## src/rtl/card_dec_pkg.sv

```systemverilog
package card_dec_pkg;
  // Host byte address width covering the legacy I/O page and attribute space.
  localparam int ADDR_W = 10;
  // Offset bits inside one I/O window.
  localparam int OFF_W = 3;
  // Number of serial controller register targets.
  localparam int NUM_TGT = 12;

  // Positions in the one-hot register select vector.
  localparam int SEL_RXBUF = 0;
  localparam int SEL_TXHOLD = 1;
  localparam int SEL_DIVLO = 2;
  localparam int SEL_INTEN = 3;
  localparam int SEL_DIVHI = 4;
  localparam int SEL_INTID = 5;
  localparam int SEL_FIFOC = 6;
  localparam int SEL_LINEC = 7;
  localparam int SEL_MODEMC = 8;
  localparam int SEL_LINES = 9;
  localparam int SEL_MODEMS = 10;
  localparam int SEL_SCRATCH = 11;

  // Window page number (address divided by eight) for each base choice.
  function automatic logic [ADDR_W-OFF_W-1:0] io_page(input logic [1:0] choice);
    logic [ADDR_W-1:0] base;
    case (choice)
      2'd0:    base = 10'h3F8;
      2'd1:    base = 10'h2F8;
      2'd2:    base = 10'h3E8;
      default: base = 10'h2E8;
    endcase
    return base[ADDR_W-1:OFF_W];
  endfunction
endpackage

```

## src/rtl/card_attr_decode.sv

```systemverilog
module card_attr_decode
  import card_dec_pkg::*;
#(
  parameter int CIS_ENTRIES = 256,
  parameter int CFG_REGS = 8,
  localparam int IDX_W = ADDR_W - 1,
  localparam int CIS_W = $clog2(CIS_ENTRIES)
) (
  input  logic              req,
  input  logic              wr,
  input  logic [ADDR_W-1:0] addr,
  output logic              cis_hit,
  output logic [CIS_W-1:0]  cis_idx,
  output logic [CFG_REGS-1:0] cfg_hit,
  output logic              void_rd
);
  localparam logic [IDX_W-1:0] CIS_END = IDX_W'(CIS_ENTRIES);
  localparam logic [IDX_W-1:0] CFG_END = IDX_W'(CIS_ENTRIES + CFG_REGS);

  logic [IDX_W-1:0] word_idx;
  logic             even_ok;

  assign word_idx = addr[ADDR_W-1:1];
  assign even_ok  = req && !addr[0];

  assign cis_hit = even_ok && (word_idx < CIS_END);
  assign cis_idx = word_idx[CIS_W-1:0];

  for (genvar g = 0; g < CFG_REGS; g++) begin : g_cfg
    localparam logic [IDX_W-1:0] SLOT = IDX_W'(CIS_ENTRIES + g);
    assign cfg_hit[g] = even_ok && (word_idx == SLOT);
  end

  assign void_rd = even_ok && !wr && (word_idx >= CFG_END);
endmodule

```

## src/rtl/card_io_window.sv

```systemverilog
module card_io_window
  import card_dec_pkg::*;
(
  input  logic              req,
  input  logic [1:0]        base_sel,
  input  logic [ADDR_W-1:0] addr,
  output logic              hit,
  output logic [OFF_W-1:0]  offset
);
  logic [ADDR_W-OFF_W-1:0] page;

  assign page   = io_page(base_sel);
  assign hit    = req && (addr[ADDR_W-1:OFF_W] == page);
  assign offset = addr[OFF_W-1:0];
endmodule

```

## src/rtl/card_reg_select.sv

```systemverilog
module card_reg_select
  import card_dec_pkg::*;
(
  input  logic               hit,
  input  logic               wr,
  input  logic [OFF_W-1:0]   offset,
  input  logic               bank,
  output logic [NUM_TGT-1:0] sel
);
  always_comb begin
    sel = '0;
    if (hit) begin
      case (offset)
        3'd0: begin
          if (bank)    sel[SEL_DIVLO]  = 1'b1;
          else if (wr) sel[SEL_TXHOLD] = 1'b1;
          else         sel[SEL_RXBUF]  = 1'b1;
        end
        3'd1: begin
          if (bank) sel[SEL_DIVHI] = 1'b1;
          else      sel[SEL_INTEN] = 1'b1;
        end
        3'd2: begin
          if (wr) sel[SEL_FIFOC] = 1'b1;
          else    sel[SEL_INTID] = 1'b1;
        end
        3'd3:    sel[SEL_LINEC]   = 1'b1;
        3'd4:    sel[SEL_MODEMC]  = 1'b1;
        3'd5:    sel[SEL_LINES]   = 1'b1;
        3'd6:    sel[SEL_MODEMS]  = 1'b1;
        default: sel[SEL_SCRATCH] = 1'b1;
      endcase
    end
  end
endmodule

```

## src/rtl/card_bank_track.sv

```systemverilog
module card_bank_track (
  input  logic clk,
  input  logic rst_n,
  input  logic load,
  input  logic wbit,
  output logic bank
);
  always_ff @(posedge clk or negedge rst_n) begin
    if (!rst_n)    bank <= 1'b0;
    else if (load) bank <= wbit;
  end

  assert_bank_load_R12: assert property (@(posedge clk) disable iff (!rst_n)
    load |=> (bank == $past(wbit)));

  assert_bank_hold_R12: assert property (@(posedge clk) disable iff (!rst_n)
    !load |=> $stable(bank));
endmodule

```

## src/rtl/card_host_decoder.sv

```systemverilog
module card_host_decoder
  import card_dec_pkg::*;
#(
  parameter int CIS_ENTRIES = 256,
  parameter int CFG_REGS = 8,
  localparam int CIS_W = $clog2(CIS_ENTRIES)
) (
  input  logic               clk,
  input  logic               rst_n,
  input  logic [1:0]         base_sel,
  input  logic               attr_req,
  input  logic               io_req,
  input  logic               wr,
  input  logic [ADDR_W-1:0]  addr,
  input  logic               bank_wbit,
  output logic               cis_sel,
  output logic [CIS_W-1:0]   cis_index,
  output logic [CFG_REGS-1:0] cfg_sel,
  output logic               attr_void_rd,
  output logic               io_hit,
  output logic [OFF_W-1:0]   io_offset,
  output logic [NUM_TGT-1:0] reg_sel,
  output logic               bank_bit
);
  localparam logic [OFF_W-1:0] LCR_OFF = OFF_W'(3);

  // Attribute cycles take precedence when both strobes arrive together.
  logic io_go;
  assign io_go = io_req && !attr_req;

  logic               a_cis;
  logic [CIS_W-1:0]   a_idx;
  logic [CFG_REGS-1:0] a_cfg;
  logic               a_void;

  card_attr_decode #(
    .CIS_ENTRIES(CIS_ENTRIES),
    .CFG_REGS   (CFG_REGS)
  ) u_attr (
    .req    (attr_req),
    .wr     (wr),
    .addr   (addr),
    .cis_hit(a_cis),
    .cis_idx(a_idx),
    .cfg_hit(a_cfg),
    .void_rd(a_void)
  );

  logic             w_hit;
  logic [OFF_W-1:0] w_off;

  card_io_window u_win (
    .req     (io_go),
    .base_sel(base_sel),
    .addr    (addr),
    .hit     (w_hit),
    .offset  (w_off)
  );

  logic bank_now;
  logic lcr_write;
  assign lcr_write = w_hit && wr && (w_off == LCR_OFF);

  card_bank_track u_bank (
    .clk  (clk),
    .rst_n(rst_n),
    .load (lcr_write),
    .wbit (bank_wbit),
    .bank (bank_now)
  );

  logic [NUM_TGT-1:0] s_sel;

  card_reg_select u_sel (
    .hit   (w_hit),
    .wr    (wr),
    .offset(w_off),
    .bank  (bank_now),
    .sel   (s_sel)
  );

  always_ff @(posedge clk or negedge rst_n) begin
    if (!rst_n) begin
      cis_sel      <= 1'b0;
      cis_index    <= '0;
      cfg_sel      <= '0;
      attr_void_rd <= 1'b0;
      io_hit       <= 1'b0;
      io_offset    <= '0;
      reg_sel      <= '0;
    end else begin
      cis_sel      <= a_cis;
      cis_index    <= a_cis ? a_idx : '0;
      cfg_sel      <= a_cfg;
      attr_void_rd <= a_void;
      io_hit       <= w_hit;
      io_offset    <= w_hit ? w_off : '0;
      reg_sel      <= s_sel;
    end
  end

  assign bank_bit = bank_now;

  assert_cfg_onehot_R4: assert property (@(posedge clk) disable iff (!rst_n)
    $onehot0(cfg_sel));

  assert_sel_onehot_R8: assert property (@(posedge clk) disable iff (!rst_n)
    $onehot0(reg_sel));

  assert_sel_needs_hit_R6: assert property (@(posedge clk) disable iff (!rst_n)
    (reg_sel != '0) |-> io_hit);

  assert_hit_has_sel_R11: assert property (@(posedge clk) disable iff (!rst_n)
    io_hit |-> ($countones(reg_sel) == 1));

  assert_idle_clears_R13: assert property (@(posedge clk) disable iff (!rst_n)
    (!attr_req && !io_req) |=> (!cis_sel && !io_hit && cfg_sel == '0 && !attr_void_rd));

  assert_attr_wins_R14: assert property (@(posedge clk) disable iff (!rst_n)
    attr_req |=> !io_hit);
endmodule

```

## config.mk

```make
export PLATFORM = sky130hd
export DESIGN_NAME = card_host_decoder
export DESIGN_NICKNAME = d
export VERILOG_FILES = /design/src/rtl/card_dec_pkg.sv /design/src/rtl/card_attr_decode.sv /design/src/rtl/card_io_window.sv /design/src/rtl/card_reg_select.sv /design/src/rtl/card_bank_track.sv /design/src/rtl/card_host_decoder.sv
export SDC_FILE = /design/constraint.sdc
export NUM_CORES = 1
export LEC_CHECK = 0
export CORE_MARGIN = 5
export CORE_UTILIZATION = 55
export DETAILED_ROUTE_END_ITERATION = 6
export DONT_BUFFER_PORTS = 1
export MAX_ROUTING_LAYER = met4
export PLACE_DENSITY_LB_ADDON = 0.1
export SKIP_LAST_GASP = 1
export SLEW_MARGIN = 20
export SYNTH_ARGS = -nofsm -noshare
export SYNTH_HDL_FRONTEND = slang
export SYNTH_SLANG_ARGS = --single-unit
```

## constraint.sdc

```tcl
create_clock -name clk -period 0.9 [get_ports clk]
set_input_delay 0.225 -clock clk [delete_from_list [all_inputs] [get_ports clk]]
set_output_delay 0.225 -clock clk [all_outputs]
set_load 0.03 [all_outputs]
```

==> results.yml <==
detailed_routing:
  vias: 903
  drt_iter0_drc: 20
  ant_nets: 0
  drt_drc_violations_left: 0
  met1Wirelength_um: 1220
  wl_met2_um: 1650
  top_layer: "met4"
  wl_per_cell_um: 20.6
  routed_wl_um: 3280
  wl_met3_um: 344
  via_per_inst: 5.68
  firstDrtPassIters: 4
die:
  rows: 17
  die_w_um: 59.4
  initial_core_util_pct: 58.9
  die_h_um: 59.4
  io_pins: 53
  dieArea_um2: 3520
  core-area_um2: 2280
setup_path:
  cp-end-kind: "primary output"
  startpoint_type: "flop"
  worstPathArrival_ns: 0.88
  path_buf_inv: 1
  cp_cell_sequence: "buf_6"
  path_max_fanout: 2
  required_ns: 0.67
  path_class: "flop to primary output"
  critPathMaxStageDelay_ns: 0.39
  path_delay_family: "flip-flops"
  cpMaxStageDelayCell: "dfrtp_1"
place:
  port_buffers: 0
  dp_hpwl_um: 1900
  placed_cells: 132
  placed_area_um2: 1470
  gp_congestion: 0.816
cts:
  h-tree-depth: 2
  clkLatencyLatePin_ns: 0.35
  clkSlewWorstSetupHoldPaths_ns: 0.10
  cts_sinks: 35
  cts_tree: "yes"
  clock_path_buffers: 2
  numCtsBuffers: 5
  cts_root_buf: "clkbuf_4"
sta:
  fin_hold_ws_ns: -0.442
  finalSetupViolations: 47
  fmax_ghz: 0.907
  tns_ns: -6.47
  max_slew_margin_pct: 76.7
  worst_clock_skew_ns: 0.00515
  fin_crit_sh_pct: 123
  period_needed_ns: 1.10
  max_slew.worst_pin.slew_ns: 0.348
  rsz0062_at_grt: "yes"
  drv_slew: 0
  finalHoldViolCount: 35
  setup_slack_ns: -0.203
hold_path:
  hold_class: "primary input to async pin"
finish:
  syn_to_final_growth_pct: 36.4
  final_cell_mix: "dfrtp_2 (34), dlygate4sd3_1 (17), and2_1 (9)"
  diodes: 0
  final_area_um2: 1830
  final_common_cell: "dfrtp_2"
  drive_gt1_share_pct: 55.7
  stdcell_count: 159
  fin_nets: 148
synthesis:
  yosysTopAreaCell: "dfrtp_1"
  synth_seq_cells: 35
  synth_nets: 118
  synth_cell_types: 29
  synth_compound_area_share_pct: 0
  seq_area_frac_synth_pct: 65.4
  synthMuxAreaShare_pct: 0.840
  synthSimpleGateAreaFrac_pct: 30.0
  syn_inst: 100
  yosysWarnings: 0
  syn_area_um2: 1340
  syn_avg_cell_area_um2: 13.4
  synthTopCellsByArea: "dfrtp_1 (65%), and2_1 (4.2%), and4b_1 (3.0%)"
  yosys.area.top_type_share_pct: 65.4
  synth_fa_ha_area_share_pct: 0
  synth_xor_area_share_pct: 1.31
  synth_top_family_by_area: "simple AND/OR/NAND/NOR gates"
global_route:
  grt_pass1_vias: 901
  grt_max_degree: 36
  grt_pass1_wl_um: 4660
  grt_use_total_pct: 19.9
  antenna_found_initial: 0
  grt.overflow.total: 0
status:
  violations: "hold timing, setup timing"
  outcome: "finished, violations left"
flow_run:
  max_cap_violations: 0
pwr:
  power.leakage_nw: 0.815
  ir_drop_uv: 1150
  p_per_area_nw_per_um2: 1520
==> layout make-up <==
type / instances / area, um^2
timing repair buffer: 28 / 264
fill: 122 / 448
sequential: 35 / 918
tap: 28 / 35.0
multi-input combinational: 57 / 531
clock buffer: 8 / 68.8
inverter: 3 / 11.3
==> final timing paths <==
kind	startpoint	slack, ns	depth (start not counted)	to
min in group clk	addr[9]	0.02	1	io_offset[0]
hold reg to reg	u_bank.bank	0.64	2	u_bank.bank
setup / recovery	u_bank.bank	-0.20	1	bank_bit
hold / removal	rst_n	-0.44	0	cfg_sel[4]
setup reg to reg	u_bank.bank	-0.16	3	reg_sel[0]
max in group asynchronous	rst_n	1.25	0	reg_sel[0]
==> report_power, final <==
group          leakage, nW  switching (mW)  internal, mW
combinational        0.346          0.0796         0.115
sequential           0.430          0.0319          1.59
clock               0.0386           0.500         0.459
==> cells by family (layout without fill, tap and decap cells) <==
kind of cell	after synthesis	count (layout)
mux	1	1
xor+xnor	2	2
flops	35	35
buf+inv	8	39
simple gates	54	54
==> layer usage <==
metal	global-route usage, %	up-vias
met5	-	-
met4	8.74	0
met3	10.9	5
met2	30.6	55
met1	21.0	436
li1	-	407
==> sequential cells by signal, indices dropped and copies added, names as in the netlist <==
name          flops
reg_sel          12
cfg_sel           8
cis_index         8
io_offset         3
attr_void_rd      1
cis_sel           1
io_hit            1
u_bank.bank       1
==> synth_stat cells, drive strengths merged <==
cell type	count
and3	6
nor2b	1
clkbuf	3
and4b	4
nor3	7
nor3b	3
or4	1
dfrtp	35
nand4b	2
buf	2
xnor2	2
nor4b	2
nand2	2
and4	1
inv	3
nand3	4
mux2	1
nor4	2
and2	9
and2b	1
nor2	7
nand4	2
==> what timing repair did <==
item                       4_1_cts  5_1_grt
pin swaps                        2        3
hold buffers                     7       10
setup buffers                    2        1
hold endpoints to repair        48       47
resized for setup               40        6
setup endpoints to repair       43       50
==> per-stage QoR <==
stage / setup WS, ns / power [mW] / util (%) / hold slack (ns)
6_report: -0.203 / 2.77 / 80.3 / -0.442
5_1_grt: -0.253 / 2.88 / 80.3 / -0.468
4_1_cts: -0.201 / 2.72 / 74.7 / -0.437
3_5_place_dp: -0.505 / 1.75 / 64.7 / -0.0697
3_3_place_gp: -0.486 / 1.75 / 64.7 / -0.0697
2_1_floorplan: -0.396 / 1.76 / - / -0.0706
Note: power is estimated with default switching activity, not from simulation.
